==> config.mk <==
export PLATFORM = sky130hd
export DESIGN_NAME = gpio_eint_ctrl
export DESIGN_NICKNAME = d
export VERILOG_FILES = /design/src/rtl/gpio_eint_pkg.sv /design/src/rtl/gpio_eint_sync.sv /design/src/rtl/gpio_eint_detect.sv /design/src/rtl/gpio_eint_bank.sv /design/src/rtl/gpio_eint_ctrl.sv
export SDC_FILE = /design/constraint.sdc
export NUM_CORES = 1
export LEC_CHECK = 0
export BUFFER_PORTS_ARGS = -buffer_cell sky130_fd_sc_hd__buf_2
export CAP_MARGIN = 5
export CORE_MARGIN = 4
export CORE_UTILIZATION = 50
export DETAILED_ROUTE_END_ITERATION = 7
export GPL_TIMING_DRIVEN = 0
export PLACE_DENSITY = 0.68
export SYNTH_ARGS = -nofsm -noshare
export SYNTH_HDL_FRONTEND = slang
export SYNTH_SLANG_ARGS = --single-unit
==> constraint.sdc <==
create_clock -name clk_i -period 3.7 [get_ports clk_i]
set_input_delay 0.74 -clock clk_i [delete_from_list [all_inputs] [get_ports clk_i]]
set_output_delay 0.74 -clock clk_i [all_outputs]
set_load 0.05 [all_outputs]
==> src/rtl/gpio_eint_pkg.sv <==
`timescale 1ns/1ps
package gpio_eint_pkg;
  localparam logic [3:0] TRIG_RISE = 4'd0;
  localparam logic [3:0] TRIG_FALL = 4'd1;
  localparam logic [3:0] TRIG_HIGH = 4'd2;
  localparam logic [3:0] TRIG_LOW  = 4'd3;
  localparam logic [3:0] TRIG_BOTH = 4'd4;

  localparam int unsigned WIN_BASE   = 'h200;
  localparam int unsigned WIN_STRIDE = 'h20;
  localparam int unsigned OFF_EN     = 'h10;
  localparam int unsigned OFF_ST     = 'h14;
  localparam int unsigned OFF_DEB    = 'h18;
endpackage

==> src/rtl/gpio_eint_sync.sv <==
`timescale 1ns/1ps
module gpio_eint_sync #(
  parameter int unsigned W = 32
) (
  input  logic         clk_i,
  input  logic         rst_ni,
  input  logic [W-1:0] d_i,
  output logic [W-1:0] q_o
);
  logic [W-1:0] meta_q;

  always_ff @(posedge clk_i or negedge rst_ni) begin
    if (!rst_ni) begin
      meta_q <= '0;
      q_o    <= '0;
    end else begin
      meta_q <= d_i;
      q_o    <= meta_q;
    end
  end
endmodule

==> src/rtl/gpio_eint_detect.sv <==
`timescale 1ns/1ps
module gpio_eint_detect
  import gpio_eint_pkg::*;
(
  input  logic [3:0] code_i,
  input  logic       cur_i,
  input  logic       prev_i,
  input  logic       sel_i,
  output logic       hit_o
);
  logic raw;

  always_comb begin
    case (code_i)
      TRIG_RISE: raw = cur_i & ~prev_i;
      TRIG_FALL: raw = ~cur_i & prev_i;
      TRIG_HIGH: raw = cur_i;
      TRIG_LOW:  raw = ~cur_i;
      TRIG_BOTH: raw = cur_i ^ prev_i;
      default:   raw = 1'b0;
    endcase
  end

  assign hit_o = raw & sel_i;
endmodule

==> src/rtl/gpio_eint_bank.sv <==
`timescale 1ns/1ps
module gpio_eint_bank
  import gpio_eint_pkg::*;
#(
  parameter int unsigned LINES = 32,
  parameter int unsigned DW    = 32,
  parameter int unsigned OFF_W = 5
) (
  input  logic             clk_i,
  input  logic             rst_ni,
  input  logic             wr_i,
  input  logic [OFF_W-1:0] off_i,
  input  logic [DW-1:0]    wdata_i,
  output logic [DW-1:0]    rdata_o,
  input  logic [LINES-1:0] line_i,
  input  logic [LINES-1:0] sel_i,
  output logic             pend_o
);
  localparam int unsigned LPW       = DW / 4;
  localparam int unsigned CFG_WORDS = (LINES + LPW - 1) / LPW;

  logic [DW-1:0]    cfg_q [CFG_WORDS];
  logic [LINES-1:0] en_q, st_q;
  logic [DW-1:0]    deb_q;
  logic [LINES-1:0] cur_w, prev_q, hit_w, clr_w;

  gpio_eint_sync #(.W(LINES)) u_sync (
    .clk_i  (clk_i),
    .rst_ni (rst_ni),
    .d_i    (line_i),
    .q_o    (cur_w)
  );

  always_ff @(posedge clk_i or negedge rst_ni) begin
    if (!rst_ni) prev_q <= '0;
    else         prev_q <= cur_w;
  end

  for (genvar n = 0; n < LINES; n++) begin : g_line
    logic [3:0] code;
    assign code = cfg_q[n/LPW][4*(n%LPW) +: 4];

    gpio_eint_detect u_det (
      .code_i (code),
      .cur_i  (cur_w[n]),
      .prev_i (prev_q[n]),
      .sel_i  (sel_i[n]),
      .hit_o  (hit_w[n])
    );


    rsv_no_pend_chk: assert property (@(posedge clk_i) disable iff (!rst_ni)
      $rose(st_q[n]) |-> $past(code <= TRIG_BOTH));

    unsel_no_pend_chk: assert property (@(posedge clk_i) disable iff (!rst_ni)
      $rose(st_q[n]) |-> $past(sel_i[n]));

    level_hold_chk: assert property (@(posedge clk_i) disable iff (!rst_ni)
      $past(code == TRIG_HIGH && cur_w[n] && sel_i[n]) |-> st_q[n]);
  end

  assign clr_w = (wr_i && off_i == OFF_W'(OFF_ST)) ? wdata_i[LINES-1:0] : '0;

  always_ff @(posedge clk_i or negedge rst_ni) begin
    if (!rst_ni) begin
      for (int w = 0; w < CFG_WORDS; w++) cfg_q[w] <= '0;
      en_q  <= '0;
      st_q  <= '0;
      deb_q <= '0;
    end else begin
      for (int w = 0; w < CFG_WORDS; w++)
        if (wr_i && off_i == OFF_W'(w*4)) cfg_q[w] <= wdata_i;
      if (wr_i && off_i == OFF_W'(OFF_EN))  en_q  <= wdata_i[LINES-1:0];
      if (wr_i && off_i == OFF_W'(OFF_DEB)) deb_q <= wdata_i;
      // new event wins over a same-cycle clear
      st_q <= (st_q & ~clr_w) | hit_w;
    end
  end

  always_comb begin
    rdata_o = '0;
    for (int w = 0; w < CFG_WORDS; w++)
      if (off_i == OFF_W'(w*4)) rdata_o = cfg_q[w];
    if (off_i == OFF_W'(OFF_EN))  rdata_o = DW'(en_q);
    if (off_i == OFF_W'(OFF_ST))  rdata_o = DW'(st_q);
    if (off_i == OFF_W'(OFF_DEB)) rdata_o = deb_q;
  end

  assign pend_o = |(st_q & en_q);


  w1c_hold_chk: assert property (@(posedge clk_i) disable iff (!rst_ni)
    ($past(st_q) & ~$past(clr_w) & ~st_q) == '0);
endmodule

==> src/rtl/gpio_eint_ctrl.sv <==
`timescale 1ns/1ps
module gpio_eint_ctrl
  import gpio_eint_pkg::*;
#(
  parameter int unsigned NUM_BANKS = 2,
  parameter int unsigned LINES     = 32,
  parameter int unsigned ADDR_W    = 12
) (
  input  logic                       clk_i,
  input  logic                       rst_ni,
  input  logic                       reg_req_i,
  input  logic                       reg_we_i,
  input  logic [ADDR_W-1:0]          reg_addr_i,
  input  logic [31:0]                reg_wdata_i,
  output logic [31:0]                reg_rdata_o,
  input  logic [NUM_BANKS*LINES-1:0] line_i,
  input  logic [NUM_BANKS*LINES-1:0] eint_sel_i,
  output logic                       irq_o
);
  localparam int unsigned DW    = 32;
  localparam int unsigned OFF_W = $clog2(WIN_STRIDE);
  localparam logic [ADDR_W:0] WIN_LO = (ADDR_W+1)'(WIN_BASE);
  localparam logic [ADDR_W:0] WIN_HI = (ADDR_W+1)'(WIN_BASE + WIN_STRIDE*NUM_BANKS);

  logic [ADDR_W-1:0]    rel_w;
  logic                 in_win_w;
  logic [NUM_BANKS-1:0] hit_w, pend_w;
  logic [DW-1:0]        brd_w [NUM_BANKS];

  assign in_win_w = ({1'b0, reg_addr_i} >= WIN_LO) && ({1'b0, reg_addr_i} < WIN_HI);
  assign rel_w    = reg_addr_i - WIN_LO[ADDR_W-1:0];

  for (genvar b = 0; b < NUM_BANKS; b++) begin : g_bank
    assign hit_w[b] = reg_req_i && in_win_w &&
                      rel_w[ADDR_W-1:OFF_W] == (ADDR_W-OFF_W)'(b);

    gpio_eint_bank #(.LINES(LINES), .DW(DW), .OFF_W(OFF_W)) u_bank (
      .clk_i   (clk_i),
      .rst_ni  (rst_ni),
      .wr_i    (hit_w[b] && reg_we_i),
      .off_i   (rel_w[OFF_W-1:0]),
      .wdata_i (reg_wdata_i),
      .rdata_o (brd_w[b]),
      .line_i  (line_i[b*LINES +: LINES]),
      .sel_i   (eint_sel_i[b*LINES +: LINES]),
      .pend_o  (pend_w[b])
    );
  end

  always_comb begin
    reg_rdata_o = '0;
    for (int b = 0; b < NUM_BANKS; b++)
      if (hit_w[b] && !reg_we_i) reg_rdata_o |= brd_w[b];
  end

  assign irq_o = |pend_w;


  irq_fall_chk: assert property (@(posedge clk_i) disable iff (!rst_ni)
    $fell(irq_o) |-> $past(reg_req_i && reg_we_i));
endmodule

-- Yosys cells after proc, flatten, opt, wreduce, memory -nomap -nowiden
Index checks and enable logic that the tools add are counted.
- logic and storage cells: 851
- output and inout bits: 33
- input bits: 176
- bits in registers: 640
- bitwise gates (word level): 393
- mux-type cells: 82
- $lt $le $gt $ge: 2
- equal/unequal tests: 263
- add/subtract/negate cells: 1
- reductions and logical operators: 90
- operators with widths (kind ; count):
    32-bit two-way mux ; 18
    4-bit by 2-bit == test with 1-bit output (second input constant) ; 128
    1-bit case mux with 5 select lines ; 64
    4-bit by 1-bit == test with 1-bit output (second input constant) ; 64
    4-bit by 3-bit == test with 1-bit output (second input constant) ; 64
    4-bit logical NOT ; 64
    1-bit bitwise AND ; 192
    32-bit bitwise AND ; 4
    1-bit inverter ; 128
    32-bit OR ; 3
    32-bit inverter ; 2
    64-bit OR reduction ; 1
    1-bit bitwise XOR ; 64
    1-bit logical AND ; 22
    5-bit == test (second input constant) ; 3
    12-bit by 10-bit greater-or-equal comparator with 1-bit output (second input constant) ; 1
    12-bit by 10-bit less-than comparator with 1-bit output (second input constant) ; 1
    12-bit by 10-bit subtractor with 12-bit output (second input constant) ; 1
    5-bit by 4-bit == test with 1-bit output (second input constant) ; 2
    7-bit by 1-bit == test with 1-bit output (second input constant) ; 1
    7-bit logical NOT ; 1
    5-bit by 3-bit == test with 1-bit output (second input constant) ; 1
    5-bit logical NOT ; 1
    1-bit logical NOT ; 1

-- Depth between registers and ports, before layout
- depth in word-level cells: 12
- gate-level depth with buffers: 8
- mapped depth without buffers: 6

-- Modules after synthesis
Synthesis repeated with hierarchy kept, for this count alone.
- cells, all modules: 2793
- area total of the unflattened synthesis: 34066.4 um^2
- modules (own cells, without submodules) (module ; cells an instance ; instances ; sequential area each (um^2) ; area each (um^2)):
    gpio_eint_bank ; 843 ; 2 ; 6406.1 ; 11497.3
    gpio_eint_detect ; 14 ; 64 ; 0.0 ; 110.1
    gpio_eint_sync ; 64 ; 2 ; 1601.5 ; 1601.5
    gpio_eint_ctrl ; 83 ; 1 ; 0.0 ; 822.0

-- Worst setup path after synthesis
No wires, ideal clock.
- path kind: input-to-output
- from: input reg_addr_i[2]
- to: output reg_rdata_o[24]
- stages: 8
- buffers on the path: 5
- arrival time: 3278 ps
- slack: -318 ps
- data required time: 2960 ps
- cell sequence: clkbuf_1 -> clkbuf_1 -> clkbuf_1 -> buf_1 -> clkbuf_1 -> a2bb2oi_1 -> o21ai_0 -> o22ai_1
- cells in the longest elaborated chain, start to end: 12
- elaborated cells between the ends (all ways): 35
- those cells by class: 1 x add/sub; 2 x order compare; 7 x eq/ne; 16 x mux; 1 x bitwise; 8 x reduce/logical
- ends and longest elaborated chain (item ; line ; RTL):
    start, declared ; gpio_eint_ctrl.sv:13 ; input logic [ADDR_W-1:0] reg_addr_i,
    12-bit by 10-bit subtractor with 12-bit output ; gpio_eint_ctrl.sv:31 ; assign rel_w = reg_addr_i - WIN_LO[ADDR_W-1:0];
    5-bit logical NOT ; gpio_eint_bank.sv:83 ; if (off_i == OFF_W'(w*4)) rdata_o = cfg_q[w];
    32-bit two-way mux (4 in series) ; gpio_eint_bank.sv:83 ;
    32-bit two-way mux ; gpio_eint_bank.sv:84 ; if (off_i == OFF_W'(OFF_EN)) rdata_o = DW'(en_q);
    32-bit two-way mux ; gpio_eint_bank.sv:85 ; if (off_i == OFF_W'(OFF_ST)) rdata_o = DW'(st_q);
    32-bit two-way mux ; gpio_eint_bank.sv:86 ; if (off_i == OFF_W'(OFF_DEB)) rdata_o = deb_q;
    32-bit two-way mux ; gpio_eint_ctrl.sv:53 ; if (hit_w[b] && !reg_we_i) reg_rdata_o |= brd_w[b];
    32-bit OR ; gpio_eint_ctrl.sv:53 ;
    32-bit two-way mux * ; gpio_eint_ctrl.sv:53 ;
    end, declared ; gpio_eint_ctrl.sv:15 ; output logic [31:0] reg_rdata_o,
Mark *: on every way between the ends. The rest lies on a longest branch, timed or not.

-- Worst setup path in the final report
- from: input reg_addr_i[0]
- to: output reg_rdata_o[0]
Same word-level chain as after synthesis.

==> flow_summary_export.csv <==
group,metric,value,unit
timing,maxSlewHeadroom,3.975,%
final_layout,layout-drive-gt1-share,31.65,%
setup_path,crit_fanout,10,
clock_tree,numCtsBuffers,73,
timing,tightest_slew,1.429,ns
final_layout,layout_commonest_cell,"dfrtp_1",
synth,syn_area,0.03222,mm2
die,die-area,0.06857,mm2
clock_tree,insertion_delay,0.62,ns
die,fp.dieW,261.9,um
routing,drc_errors,0,
setup_path,cp_num_buf_inv,5,
power,irDropWorstVdd,0.3551,mV
power,p_leak,17.89,nW
routing,num_vias,25928,
synth,seq_area_frac_synth,49.70,%
final_layout,nets,3393,
power,cellPowerDensity,420.1,mW/mm2
final_layout,finalNonFillerCells,3994,
setup_path,r2r_end,"g_bank[0].u_bank.st_q[27]$_DFF_PN0_",
timing,finalClockSkew,0.01376,ns
synth,ys.flop_type,"dfrtp_1",
synth,yosys_warnings,0,
synth,yosysUniqueCellTypes,51,
final_layout,multi_input_area,0.01490,mm2
timing,rsz0062_at_grt,"false",
synth,syn_nets,3097,
timing,max_freq,264.5,MHz
synth,ys_ff_latch,640,
routing,dr.pass1.iters,7,
clock_tree,clock_path_buffers,3,
clock_tree,cts_tree,"yes",
final_layout,final_cell_mix,"dfrtp_1, mux2_2, inv_1, buf_2, o21ai_0",
global_route,grt_pass1_vias,26145,
final_layout,fin_area,0.03777,mm2
placed_design,gp_congestion,1.049,
setup_path,crit_slowest_cell,"a32o_1",
die,num_rows,92,
min_path,min_path_type,"in -> reg",
timing,hold_viol_final,0,
clock_tree,clk_root_buffer_cell,"clkbuf_16",
setup_path,arrival,3.04,ns
routing,postRouteAntennaNets,0,
global_route,track_usage,36.74,%
die,ios,209,
setup_path,crit_start,"reg_addr_i[0]",
placed_design,dp.cells,3855,
timing,post-route-period-util,102.2,%
timing,final_max_slew_viol_count,0,
global_route,grt_pass1_wl,179700,um
setup_path,crit_cells,9,
routing,routed_wl,128000,um
setup_path,startpoint_type,"input port",
clock_tree,clk_pin_slew,0.06,ns
final_layout,fillers,5215,
clock_tree,htree_levels,3,
setup_path,crit_family,"buffers and inverters",
clock_tree,cts.sinks,640,
synth,postSynthAreaPerCell,11.54,um2
setup_path,slowest_delay,0.38,ns
placed_design,port_buffers,207,
status,status,"finished with violations",
timing,period_needed,3.780,ns
die,start_util,50.80,%
routing,via_per_inst,6.492,
final_layout,postLayoutCoreUtil,59.55,%
setup_path,r2r_setup_slack,2.03,ns
setup_path,required,2.96,ns
routing,routedWlPerCell,32.05,um
synth,synthCells,2793,
placed_design,hpwl,96910,um
synth,ys_async_sr_fraction,100.0,%
setup_path,r2r-start,"g_bank[0].u_bank.u_sync.q_o[27]$_DFF_PN0_",
run,maxCapViolCount,0,
setup_path,crit_type,"in -> out",
global_route,grt_max_degree,127,
final_layout,seq_area,0.01602,mm2
setup_path,r2r_cells,4,
global_route,antenna_found_initial,4,
timing,worst_slack,-0.08037,ns
setup_path,endpoint_kind,"primary output",
synth,synth_edf_count,0,
setup_path,path_cells,"buf_2, buf_2, nor4b_4, buf_4, clkbuf_4, a21oi_1, o221ai_1, a32o_1, buf_4",
final_layout,areaGrowthSynthToFinish,17.22,%
timing,setup_viol,20,
placed_design,place_area,0.03457,mm2
die,coreArea,0.06343,mm2
die,die_h,261.9,um
routing,drt_iter0_drc,3124,
global_route,grt_overflow,0,
setup_path,endpoint,"reg_rdata_o[0]",
status,violations,"negative setup slack",
metrics by stage:
stage          power, mW  hold slack [ns]  setup TNS, ns  setup WS (ns)
2_1_floorplan      7.777           0.3312              0       0.001465
3_3_place_gp       8.398           0.3326       -7559.82         -11.43
3_5_place_dp       8.457           0.3347        -308.59         -2.908
4_1_cts            15.90           0.1976              0       0.005797
5_1_grt            16.29           0.1983              0       0.001414
6_report           15.87           0.2190        -0.5251       -0.08037
power breakdown:
group	leakage, nW	internal, mW	switching [mW]	total (mW)
clock	1.19	4.37	3.07	7.45
combinational	8.54	0.370	0.843	1.21
sequential	8.16	7.12	0.0894	7.21
flip-flops by register name (all words and copies together), names as in the netlist:
| register | flops |
|---|---|
| g_bank.u_bank.cfg_q | 256 |
| g_bank.u_bank.deb_q | 64 |
| g_bank.u_bank.en_q | 64 |
| g_bank.u_bank.prev_q | 64 |
| g_bank.u_bank.st_q | 64 |
| g_bank.u_bank.u_sync.meta_q | 64 |
| g_bank.u_bank.u_sync.q_o | 64 |
routing by layer:
metal  vias up  wire [um]  GRT usage (%)
met3       389      13200          9.540
met2      1505      57170          57.23
met1     13248      49730          48.49
li1      10782          -              -
met5         -        122          1.211
met4         4       7771          16.74
how the worst min path moves through the flow:
stage               cells past startpoint                                      endpoint                                         start  slack [ns]
finish                                  1   g_bank[1].u_bank.u_sync.meta_q[1]$_DFF_PN0_                                    line_i[33]        0.22
global route                            1  g_bank[1].u_bank.u_sync.meta_q[30]$_DFF_PN0_                                    line_i[62]        0.20
CTS                                     1  g_bank[0].u_bank.u_sync.meta_q[18]$_DFF_PN0_                                    line_i[18]        0.20
detailed placement                      0      g_bank[0].u_bank.u_sync.q_o[0]$_DFF_PN0_   g_bank[0].u_bank.u_sync.meta_q[0]$_DFF_PN0_        0.33
global placement                        0     g_bank[0].u_bank.u_sync.q_o[21]$_DFF_PN0_  g_bank[0].u_bank.u_sync.meta_q[21]$_DFF_PN0_        0.33
floorplan                               0      g_bank[0].u_bank.u_sync.q_o[0]$_DFF_PN0_   g_bank[0].u_bank.u_sync.meta_q[0]$_DFF_PN0_        0.33
cell usage after synthesis, drive strengths merged (18+ instances only):
library cell | n | area (um2)
a21oi | 88 | 440.4
a221oi | 18 | 157.7
a31oi | 42 | 262.8
o221ai | 31 | 271.5
a32o | 29 | 290.3
mux2 | 486 | 5698
clkbuf | 133 | 499.2
a2bb2oi | 23 | 201.4
nor2 | 44 | 165.2
a211o | 42 | 367.9
o21ai | 177 | 885.9
nand2b | 64 | 400.4
nand2 | 37 | 138.9
nand3 | 59 | 295.3
nor4 | 49 | 306.5
xnor2 | 22 | 192.7
buf | 59 | 289.0
inv | 234 | 878.3
dfrtp | 640 | 16020
a22oi | 37 | 277.8
ha | 128 | 1602
nand4 | 82 | 513.0
nor3 | 23 | 115.1
mux2i | 70 | 700.7
o22ai | 64 | 400.4
and2 | 43 | 269.0
kinds of logic after synthesis:
group / share of synthesized area [%]
xor gates and xnor gates: 0.5980
adders and majority gates: 4.970
DFF: 49.70
muxes: 19.86
AOI/OAI and AO/OA: 12.35
and+or+nand+nor: 7.343
buffers and inverters: 5.184
timing repair:
item	4_1_cts	5_1_grt
buffers inserted	7	0
endpoints found under the setup margin	191	32
endpoints found under the hold margin	18	0
pin swaps	2	3
hold buffers	1	0
resized for setup	208	63
area by class of cell:
class | instances | share of cell area [%]
tap | 846 | 2.802
timing repair buffer | 224 | 3.594
multi-input combinational | 1726 | 39.43
inverter | 235 | 2.335
sequential | 640 | 42.40
clock inverter | 36 | 1.106
antenna | 1 | 0.006625
clock buffer | 97 | 5.370
buffer | 189 | 2.951
No activity file was read; power rests on OpenSTA's default activity.
